[src/rtl/i2c_tim_pkg.sv]
package i2c_tim_pkg;

  typedef enum logic [3:0] {
    S_IDLE,
    S_HELD,
    S_ST_HOLD,
    S_BIT_LOW,
    S_BIT_WAIT,
    S_BIT_HIGH,
    S_SP_LOW,
    S_SP_WAIT,
    S_SP_SETUP,
    S_SP_BUF,
    S_RS_LOW,
    S_RS_WAIT,
    S_RS_SETUP
  } tim_state_e;

  typedef enum logic [2:0] {
    CMD_NONE,
    CMD_START,
    CMD_RSTART,
    CMD_STOP,
    CMD_BIT
  } tim_cmd_e;

endpackage

[src/rtl/i2c_tim_cfg.sv]
// Captures timing fields on accept; lengths follow live fields in the accept cycle.
module i2c_tim_cfg #(
  parameter int CW  = 8,
  parameter int OFS = 5,
  parameter int LW  = CW + 1
) (
  input  logic          clk_i,
  input  logic          rst_ni,
  input  logic [CW-1:0] cfg_high_i,
  input  logic [CW-1:0] cfg_low_i,
  input  logic          latch_i,
  output logic [LW-1:0] low_len_o,
  output logic [LW-1:0] high_len_o,
  output logic          err_o
);
  localparam logic [LW-1:0] OFS_L = LW'(OFS);

  logic [CW-1:0] hi_q, lo_q, hi_s, lo_s, lo_eff;

  always_ff @(posedge clk_i or negedge rst_ni) begin
    if (!rst_ni) begin
      hi_q <= '0;
      lo_q <= '0;
    end else if (latch_i) begin
      hi_q <= cfg_high_i;
      lo_q <= cfg_low_i;
    end
  end

  assign hi_s       = latch_i ? cfg_high_i : hi_q;
  assign lo_s       = latch_i ? cfg_low_i  : lo_q;
  assign lo_eff     = (lo_s != '0) ? lo_s : hi_s;
  assign low_len_o  = LW'(lo_eff) + OFS_L;
  assign high_len_o = LW'(hi_s) + OFS_L;
  assign err_o      = (cfg_high_i == '0) && (cfg_low_i == '0);
endmodule

[src/rtl/i2c_tim_cmd.sv]
// Command gating: bus state, busy and config error decide acceptance.
module i2c_tim_cmd
  import i2c_tim_pkg::*;
(
  input  logic     idle_i,
  input  logic     held_i,
  input  logic     err_i,
  input  logic     start_i,
  input  logic     rstart_i,
  input  logic     stop_i,
  input  logic     bit_i,
  output tim_cmd_e cmd_o
);
  always_comb begin
    cmd_o = CMD_NONE;
    if (!err_i) begin
      if (idle_i && start_i) begin
        cmd_o = CMD_START;
      end else if (held_i) begin
        if (rstart_i)    cmd_o = CMD_RSTART;
        else if (stop_i) cmd_o = CMD_STOP;
        else if (bit_i)  cmd_o = CMD_BIT;
      end
    end
  end
endmodule

[src/rtl/i2c_tim_cnt.sv]
// Down counter: a phase loaded with n lasts n cycles, zero_o marks its last one.
module i2c_tim_cnt #(
  parameter int LW = 9
) (
  input  logic          clk_i,
  input  logic          rst_ni,
  input  logic          load_i,
  input  logic [LW-1:0] len_i,
  output logic          zero_o
);
  logic [LW-1:0] cnt_q;

  always_ff @(posedge clk_i or negedge rst_ni) begin
    if (!rst_ni) begin
      cnt_q <= '0;
    end else if (load_i) begin
      cnt_q <= len_i - LW'(1);
    end else if (cnt_q != '0) begin
      cnt_q <= cnt_q - LW'(1);
    end
  end

  assign zero_o = (cnt_q == '0);
endmodule

[src/rtl/i2c_scl_timer.sv]
module i2c_scl_timer
  import i2c_tim_pkg::*;
#(
  parameter int CW  = 8,
  parameter int OFS = 5
) (
  input  logic          clk_i,
  input  logic          rst_ni,
  input  logic [CW-1:0] cfg_high_i,
  input  logic [CW-1:0] cfg_low_i,
  input  logic          cmd_start_i,
  input  logic          cmd_rstart_i,
  input  logic          cmd_stop_i,
  input  logic          cmd_bit_i,
  input  logic          bit_sda_i,
  input  logic          scl_i,
  output logic          scl_oe_o,
  output logic          sda_oe_o,
  output logic          busy_o,
  output logic          done_o,
  output logic          cfg_err_o
);
  localparam int LW = CW + 1;

  tim_state_e    state_q, state_d;
  tim_cmd_e      cmd;
  logic          sda_q, sda_d;
  logic          done_q;
  logic          load, use_high, latch, zero;
  logic [LW-1:0] low_len, high_len;
  logic          idle, held;

  assign idle = (state_q == S_IDLE);
  assign held = (state_q == S_HELD);

  i2c_tim_cfg #(.CW(CW), .OFS(OFS), .LW(LW)) u_cfg (
    .clk_i      (clk_i),
    .rst_ni     (rst_ni),
    .cfg_high_i (cfg_high_i),
    .cfg_low_i  (cfg_low_i),
    .latch_i    (latch),
    .low_len_o  (low_len),
    .high_len_o (high_len),
    .err_o      (cfg_err_o)
  );

  i2c_tim_cmd u_cmd (
    .idle_i   (idle),
    .held_i   (held),
    .err_i    (cfg_err_o),
    .start_i  (cmd_start_i),
    .rstart_i (cmd_rstart_i),
    .stop_i   (cmd_stop_i),
    .bit_i    (cmd_bit_i),
    .cmd_o    (cmd)
  );

  i2c_tim_cnt #(.LW(LW)) u_cnt (
    .clk_i  (clk_i),
    .rst_ni (rst_ni),
    .load_i (load),
    .len_i  (use_high ? high_len : low_len),
    .zero_o (zero)
  );

  always_comb begin
    state_d  = state_q;
    sda_d    = sda_q;
    load     = 1'b0;
    use_high = 1'b0;
    latch    = 1'b0;
    unique case (state_q)
      S_IDLE: begin
        if (cmd == CMD_START) begin
          state_d = S_ST_HOLD;
          load    = 1'b1;
          latch   = 1'b1;
        end
      end
      S_HELD: begin
        unique case (cmd)
          CMD_RSTART: begin state_d = S_RS_LOW;  load = 1'b1; latch = 1'b1; end
          CMD_STOP:   begin state_d = S_SP_LOW;  load = 1'b1; latch = 1'b1; end
          CMD_BIT: begin
            state_d = S_BIT_LOW;
            load    = 1'b1;
            latch   = 1'b1;
            sda_d   = ~bit_sda_i;
          end
          default: ;
        endcase
      end
      S_ST_HOLD: if (zero) begin state_d = S_HELD; sda_d = 1'b1; end
      S_BIT_LOW: if (zero) state_d = S_BIT_WAIT;
      S_BIT_WAIT: begin
        if (scl_i) begin
          state_d  = S_BIT_HIGH;
          load     = 1'b1;
          use_high = 1'b1;
        end
      end
      S_BIT_HIGH: if (zero) state_d = S_HELD;
      S_SP_LOW:   if (zero) state_d = S_SP_WAIT;
      S_SP_WAIT:  if (scl_i) begin state_d = S_SP_SETUP; load = 1'b1; end
      S_SP_SETUP: if (zero) begin state_d = S_SP_BUF; load = 1'b1; end
      S_SP_BUF:   if (zero) state_d = S_IDLE;
      S_RS_LOW:   if (zero) state_d = S_RS_WAIT;
      S_RS_WAIT:  if (scl_i) begin state_d = S_RS_SETUP; load = 1'b1; end
      S_RS_SETUP: if (zero) begin state_d = S_ST_HOLD; load = 1'b1; end
      default:    state_d = S_IDLE;
    endcase
  end

  always_ff @(posedge clk_i or negedge rst_ni) begin
    if (!rst_ni) begin
      state_q <= S_IDLE;
      sda_q   <= 1'b0;
      done_q  <= 1'b0;
    end else begin
      state_q <= state_d;
      sda_q   <= sda_d;
      done_q  <= !idle && !held && (state_d == S_IDLE || state_d == S_HELD);
    end
  end

  always_comb begin
    unique case (state_q)
      S_HELD, S_BIT_LOW, S_SP_LOW, S_RS_LOW: scl_oe_o = 1'b1;
      default:                               scl_oe_o = 1'b0;
    endcase
    unique case (state_q)
      S_ST_HOLD, S_SP_LOW, S_SP_WAIT, S_SP_SETUP: sda_oe_o = 1'b1;
      S_HELD, S_BIT_LOW, S_BIT_WAIT, S_BIT_HIGH:  sda_oe_o = sda_q;
      default:                                    sda_oe_o = 1'b0;
    endcase
  end

  assign busy_o = !idle && !held;
  assign done_o = done_q;
endmodule

[config.mk]
export PLATFORM = sky130hd
export DESIGN_NAME = i2c_scl_timer
export DESIGN_NICKNAME = d
export VERILOG_FILES = /design/src/rtl/i2c_tim_pkg.sv /design/src/rtl/i2c_tim_cfg.sv /design/src/rtl/i2c_tim_cmd.sv /design/src/rtl/i2c_tim_cnt.sv /design/src/rtl/i2c_scl_timer.sv
export SDC_FILE = /design/constraint.sdc
export NUM_CORES = 1
export LEC_CHECK = 0
export BUFFER_PORTS_ARGS = -buffer_cell sky130_fd_sc_hd__buf_2
export CORE_MARGIN = 5
export CORE_UTILIZATION = 58
export DETAILED_ROUTE_END_ITERATION = 6
export PLACE_DENSITY = 0.83
export SYNTH_ARGS = -nofsm -noshare
export SYNTH_HDL_FRONTEND = slang
export SYNTH_SLANG_ARGS = --single-unit
export TNS_END_PERCENT = 5
[constraint.sdc]
create_clock -name clk_i -period 5.35 [get_ports clk_i]
set_clock_uncertainty 0.15 [all_clocks]
set_input_delay 0 -clock clk_i [delete_from_list [all_inputs] [get_ports clk_i]]
set_output_delay 0 -clock clk_i [all_outputs]
set_load 0.1 [all_outputs]
== Yosys cells after proc, flatten, opt, wreduce, memory -nomap -nowiden ==
Index checks and enable logic that the tools add are counted.

* Register bits after elaboration: 31
* Input port bits: 24
* Output and inout bits: 5
* Logic and storage cells: 91

* Add/sub/neg operators: 4
* Equality and inequality tests: 19
* Multiplexer cells: 37
* Bitwise logic cells: 1
* Reduce and logical (&&, ||, !) cells: 24

{| class="wikitable"
|+ Operators by type and width
! cell !! number
|-
| $pmux W4 S12 || 1
|-
| $mux W4 || 11
|-
| $mux W9 || 3
|-
| $mux W8 || 3
|-
| $eq A4 B4 Y1 const B || 5
|-
| $add A8 B3 Y9 const B || 2
|-
| $mux W3 || 6
|-
| $sub A9 B1 Y9 const B || 2
|-
| $eq A4 B3 Y1 const B || 4
|-
| $logic_not A8 Y1 || 2
|-
| $pmux W4 S3 || 1
|-
| $reduce_or A4 Y1 || 3
|-
| $logic_not A9 Y1 || 1
|-
| $reduce_bool A9 Y1 || 1
|-
| $eq A4 B1 Y1 const B || 2
|-
| $eq A4 B2 Y1 const B || 2
|-
| $logic_not A4 Y1 || 2
|-
| $mux W1 || 8
|-
| $reduce_bool A8 Y1 || 1
|-
| $eq A3 B2 Y1 const B || 2
|-
| $pmux W1 S2 || 3
|-
| $reduce_or A3 Y1 || 2
|-
| $logic_and A1 B1 Y1 || 4
|-
| $ne A2 B1 Y1 const B || 2
|-
| 9 further kinds || 12
|}

== Depth between registers and ports, before layout ==
* Depth in word-level cells: 17
* Depth in mapped cells: 18
* Mapped depth without buffers: 16

== Cells and area by module ==
From an unflattened synthesis, not the netlist that was laid out.

* Cells, all modules: 280
* Area, all modules: 2553.7 µm²

{| class="wikitable"
|+ Modules (own cells, without submodules)
! module !! times used !! cells an instance !! area an instance (µm²) !! sequential area each (µm²)
|-
| i2c_tim_cfg || 1 || 105 || 1099.8 || 400.4
|-
| i2c_scl_timer || 1 || 91 || 714.4 || 150.1
|-
| i2c_tim_cnt || 1 || 77 || 691.9 || 225.2
|-
| i2c_tim_cmd || 1 || 7 || 47.5 || 0.0
|}

== Worst setup path before layout ==
Ideal clock, no wire load.

* Path type: register to register
* Start: register state_q[1]
* End: register u_cnt.cnt_q[7]
* Data arrival time: 3.549 ns
* Required time: 5.075 ns
* Path slack: 1.526 ns
* Stages on the path, launching flop included: 16
* Buffers on the path: 1
* Period minus slack after synthesis: 3.824 ns
* Path through: dfrtp_1 > buf_4 > or4b_4 > o22ai_4 > a21oi_2 > or2_1 > mux2_2 > ha_1 > inv_1 > o21ai_0 > o22ai_1 > a211o_1 > nand3_1 > o2bb2a_2 > nor3_1 > mux2_2

* Longest elaborated chain between the ends: 15
* Elaborated cells on any way between the ends: 33
* Those cells by class: add/sub (3); eq/ne (10); mux (13); reduce/logical (7)

{| class="wikitable"
|+ RTL lines
! element !! RTL line !! RTL
|-
| from (decl) || i2c_scl_timer.sv:25 || <nowiki>tim_state_e state_q, state_d;</nowiki>
|-
| from (signal assigned) || i2c_scl_timer.sv:120 || <nowiki>state_q <= state_d;</nowiki>
|-
| $eq A4 B1 Y1 or $logic_not A4 Y1 (tied branches) || i2c_scl_timer.sv:34, i2c_scl_timer.sv:72, i2c_scl_timer.sv:33 ||
|-
| $mux W3 or $logic_and A1 B1 Y1 (tied branches) || i2c_tim_cmd.sv:19, i2c_tim_cmd.sv:17 ||
|-
| $mux W3 || i2c_tim_cmd.sv:17 || <nowiki>if (idle_i && start_i) begin</nowiki>
|-
| $mux W3 || i2c_tim_cmd.sv:16 || <nowiki>if (!err_i) begin</nowiki>
|-
| $eq A3 B3 Y1 or $eq A3 B2 Y1 (tied branches) || i2c_scl_timer.sv:81 || <nowiki>unique case (cmd)</nowiki>
|-
| $reduce_or A3 Y1 (no line) || - ||
|-
| $mux W1 || i2c_scl_timer.sv:81 ||
|-
| $pmux W1 S2 || i2c_scl_timer.sv:72 || <nowiki>unique case (state_q)</nowiki>
|-
| $mux W8 || i2c_tim_cfg.sv:31 || <nowiki>assign lo_s = latch_i ? cfg_low_i : lo_q;</nowiki>
|-
| $reduce_bool A8 Y1 || i2c_tim_cfg.sv:32 || <nowiki>assign lo_eff = (lo_s != '0) ? lo_s : hi_s;</nowiki>
|-
| $mux W8 || i2c_tim_cfg.sv:32 ||
|-
| $add A8 B3 Y9 || i2c_tim_cfg.sv:33 || <nowiki>assign low_len_o = LW'(lo_eff) + OFS_L;</nowiki>
|-
| $mux W9 || i2c_scl_timer.sv:62 || <nowiki>.len_i (use_high ? high_len : low_len),</nowiki>
|-
| $sub A9 B1 Y9 || i2c_tim_cnt.sv:17 || <nowiki>cnt_q <= len_i - LW'(1);</nowiki>
|-
| $mux W9 || i2c_tim_cnt.sv:16 || <nowiki>end else if (load_i) begin</nowiki>
|-
| to (signal assigned) || i2c_tim_cnt.sv:17 ||
|-
| to (signal assigned) || i2c_tim_cnt.sv:19 || <nowiki>cnt_q <= cnt_q - LW'(1);</nowiki>
|-
| to (decl) || i2c_tim_cnt.sv:11 || <nowiki>logic [LW-1:0] cnt_q;</nowiki>
|}

Parallel ways exist; a longest one is shown, timed or not.
A chain may end at the register's enable or synchronous reset.

== Worst setup path after layout ==
* Start: register state_q[0]
* End: register u_cnt.cnt_q[8]

The elaborated chain is that of the path after synthesis.

==> results.py <==
metrics = {
    "critical_path": {
        "critPathMaxFanout": 22,
        "cp_slowest_cell": "dfrtp_1",
        "crit_top_cell": "mux2i_1",
        "worst-path-stages": 14,
        "timing.rr.end": "u_cnt.cnt_q[8]",
        "r2r_slack_ns": 0.81,
        "reg2regPathDepth": 14,
        "cp_top_family": "simple AND/OR/NAND/NOR gates",
        "r2r_start": "state_q[0]",
        "start_kind": "register",
        "crit_type": "register to register",
        "crit_required_ns": 5.41,
        "cpPeakStageDelay_ns": 0.74,
        "crit_chain": "or4b_1 -> o211a_2 -> nand2_2 -> mux2i_1 -> o22ai_2 -> ha_1 -> inv_1 -> o21ai_0 -> o22ai_1 -> a211o_1 -> nand3_1 -> o2bb2a_2 -> nor4_1 -> mux2i_1",
        "arrival_ns": 4.60,
        "cp-end-kind": "register",
        "crit_end": "u_cnt.cnt_q[8]",
        "crit_buf_inv": 1,
        "critPathLaunch": "state_q[0]",
    },
    "synth": {
        "ys_types": 71,
        "syn-cell-area_um2": 2370,
        "synthCells": 269,
        "yosysWarnings": 0,
        "synth-main-ff-cell": "dfrtp_1",
        "seq_area_frac_synth_pct": 32.7,
        "avgSynthCellArea_um2": 8.82,
        "async_flop_share_pct": 100,
        "synth-seq-cells": 31,
        "synth-edff-count": 0,
        "synthesis.nets": 295,
    },
    "status": {
        "outcome": "completed",
    },
    "floorplanning": {
        "die_x_um": 74.0,
        "die_area_um2": 5470,
        "die_h_um": 74.0,
        "ios": 29,
        "coreArea_um2": 3970,
        "initial_core_util_pct": 59.7,
        "row_count": 23,
    },
    "clock_network": {
        "ctsResizeCount": 0,
        "postCtsSetupRepairBufs": 0,
        "cts_sinks": 31,
        "ctsHoldBuffers": 20,
        "root_buffer": "clkbuf_8",
        "cts_buffer_depth": 2,
        "cts-htree-levels": 2,
        "cts_buffers": 5,
        "path_clk_slew_ns": 0.06,
        "cts_tree": "yes",
        "clock_latency_ns": 0.28,
    },
    "routing": {
        "post_drt_wl_per_cell_um": 18.7,
        "route.detailed.drc": 0,
        "ant_nets": 0,
        "dr.first_iter.drc_count": 388,
        "wirelength_um": 6790,
        "vias": 2435,
        "vias_per_cell": 6.71,
        "firstDrtPassIters": 5,
    },
    "power_and_ir_drop": {
        "power_frac_clock_pct": 14.6,
        "total_power_mw": 1.38,
        "pwr-share-comb_pct": 52.5,
        "p_int_mw": 0.736,
        "switchingPower_mw": 0.639,
        "p_per_area_nw_per_um2": 490,
        "ir_drop_mv": 0.276,
        "leakage_nw": 1.20,
        "seq_power_share_pct": 32.9,
        "sw_frac_of_total_pct": 46.5,
    },
    "global_routing": {
        "overflow": 0,
        "grt_max_degree": 32,
        "track_usage_pct": 26.7,
        "busiest_layer": "met2",
        "use_met2_pct": 44.0,
        "antenna_found_initial": 0,
        "grt_pass1_vias": 2377,
        "use_met3_pct": 5.27,
        "grt_pass1_wl_um": 11100,
        "grt_util_met1_pct": 33.0,
    },
    "place": {
        "io_buffers": 28,
        "place_area_um2": 2500,
        "gp_congestion": 0.926,
        "dp_hpwl_um": 4630,
    },
    "job": {
        "max_cap_viol_count": 0,
    },
    "final_layout": {
        "fillers": 300,
        "layout.area.seq_um2": 776,
        "multi_input_area_um2": 1470,
        "final_nets": 338,
        "antennaDiodeCount": 0,
        "area_growth_pct": 18.2,
        "drive_gt1_share_pct": 20.1,
        "final_area_um2": 2810,
    },
    "sta": {
        "rsz0062_at_grt": "no",
        "fmax_mhz": 220,
        "slew_headroom_pct": 50.3,
        "period_minus_slack_ns": 4.54,
        "finalSetupTns_ns": 0,
        "maxSlewViolCount": 0,
        "tightest_slew_ns": 0.746,
        "final-setup-viol-count": 0,
        "hold_viol_final": 0,
        "fin_crit_sh_pct": 84.8,
    },
    "worst_hold_path": {
        "min_path_type": "input port to register",
        "min_delay_path_depth": 4,
        "min_from": "cmd_bit_i",
    },
}
sequential cells by signal (all words and copies together) (netlist names):
signal / count
u_cnt.cnt_q: 9
done_o: 1
u_cfg.lo_q: 8
u_cfg.hi_q: 8
state_q: 4
sda_q: 1
logic make-up (layout without fill, tap and decap cells):
kind of cell / count (synthesis) / count (layout) / synth area share [%]
compound gates: 86 / 86 / 27.3
xor+xnor: 5 / 5 / 1.85
fa+ha+maj: 2 / 2 / 1.05
buf+inv: 25 / 69 / 5.17
flops: 31 / 31 / 32.7
mux: 17 / 17 / 8.07
simple gates: 103 / 103 / 23.9
layout make-up:
class | count | share of cell area (%)
Multi-Input combinational cell | 213 | 52.5
Inverter | 12 | 1.61
Timing Repair Buffer | 49 | 12.4
Tap cell | 50 | 2.23
Sequential cell | 31 | 27.7
Clock buffer | 8 | 3.57
cell usage after synthesis, types with 2 or more instances:
cell type	n	area, um^2
buf_2	2	10.0
inv_1	11	41.3
o21a_1	6	45.0
mux2i_1	9	90.1
or4_1	3	22.5
mux2_2	7	78.8
ha_1	2	25.0
a22o_1	3	26.3
nor2_2	2	12.5
o2bb2ai_1	2	17.5
a221oi_1	2	17.5
nor3_1	7	35.0
a22oi_1	2	15.0
nor2b_1	2	12.5
a31oi_1	2	12.5
nand2b_1	5	31.3
nor2_1	15	56.3
o32ai_1	2	17.5
o211ai_1	3	22.5
o22ai_1	6	37.5
a221o_1	2	20.0
clkbuf_1	6	22.5
xor2_1	3	26.3
a211oi_1	2	15.0
o21ai_0	11	55.1
nand3_1	8	40.0
nand2_2	2	12.5
and3_1	3	18.8
dfrtp_1	31	776
or3_1	2	12.5
nor4_1	5	31.3
nor4_2	2	25.0
nand2_1	36	135
a21o_1	3	22.5
a21oi_1	16	80.1
a32oi_1	2	17.5
xnor2_1	2	17.5
buf_4	2	15.0
o31ai_1	2	15.0
a21boi_0	4	30.0
nand4_1	2	12.5
per-layer routing:
metal / wire length (um) / vias to the layer above
met5: 0 / -
met4: 286 / 0
met3: 650 / 40
met2: 3220 / 156
met1: 2640 / 1137
li1: - / 1102
tightest hold or removal path, stage by stage:
cell	delay, ns
buf_2	0.11
nand3b_1	0.07
o22ai_1	0.11
a41oi_1	0.21
cells in the final DEF (no fill, tap or decap), types with 3 or more instances in the layout:
cell	Yosys	final
a21o_1	3	3
nand3_1	8	8
nor2_1	15	15
buf_2	2	28
o211ai_1	3	3
o21ai_0	11	11
o22ai_1	6	6
nand2_1	36	36
nor4_1	5	5
nand2b_1	5	5
or4_1	3	3
xor2_1	3	3
and3_1	3	3
dfrtp_1	31	31
dlygate4sd3_1	0	20
clkbuf_8	0	7
a21boi_0	4	4
inv_1	11	11
mux2i_1	9	9
a22o_1	3	3
o21a_1	6	6
nor3_1	7	7
mux2_2	7	7
a21oi_1	16	16
how the worst min path moves through the flow:
stage and endpoint:
3_5_place_dp u_cfg.lo_q[3], 6_report sda_q, 2_1_floorplan done_o, 3_3_place_gp u_cfg.hi_q[3], 5_1_grt sda_q, 4_1_cts sda_q
power by group through the flow:
stage	logic (mW)	clock network, mW	registers [mW]
final	0.722	0.202	0.452
after global placement	0.676	0	0.446
after CTS	0.706	0.205	0.448
after detailed placement	0.692	0	0.452
after floorplan	0.592	0	0.403
after global routing	0.789	0.218	0.463
metrics by stage:
stage | instances | setup WS [ns] | hold WS [ns] | util, %
CTS | 363 | 0.925 | 0.100 | 70.6
finish | 363 | 0.813 | 0.119 | 70.6
detailed placement | 335 | 0.953 | -0.0718 | 63.1
floorplan | 269 | 1.53 | -0.446 | -
global route | 363 | 0.587 | 0.164 | 70.6
global placement | 335 | 1.13 | -0.0744 | 63.1
Power figures use the tool's default switching activity.
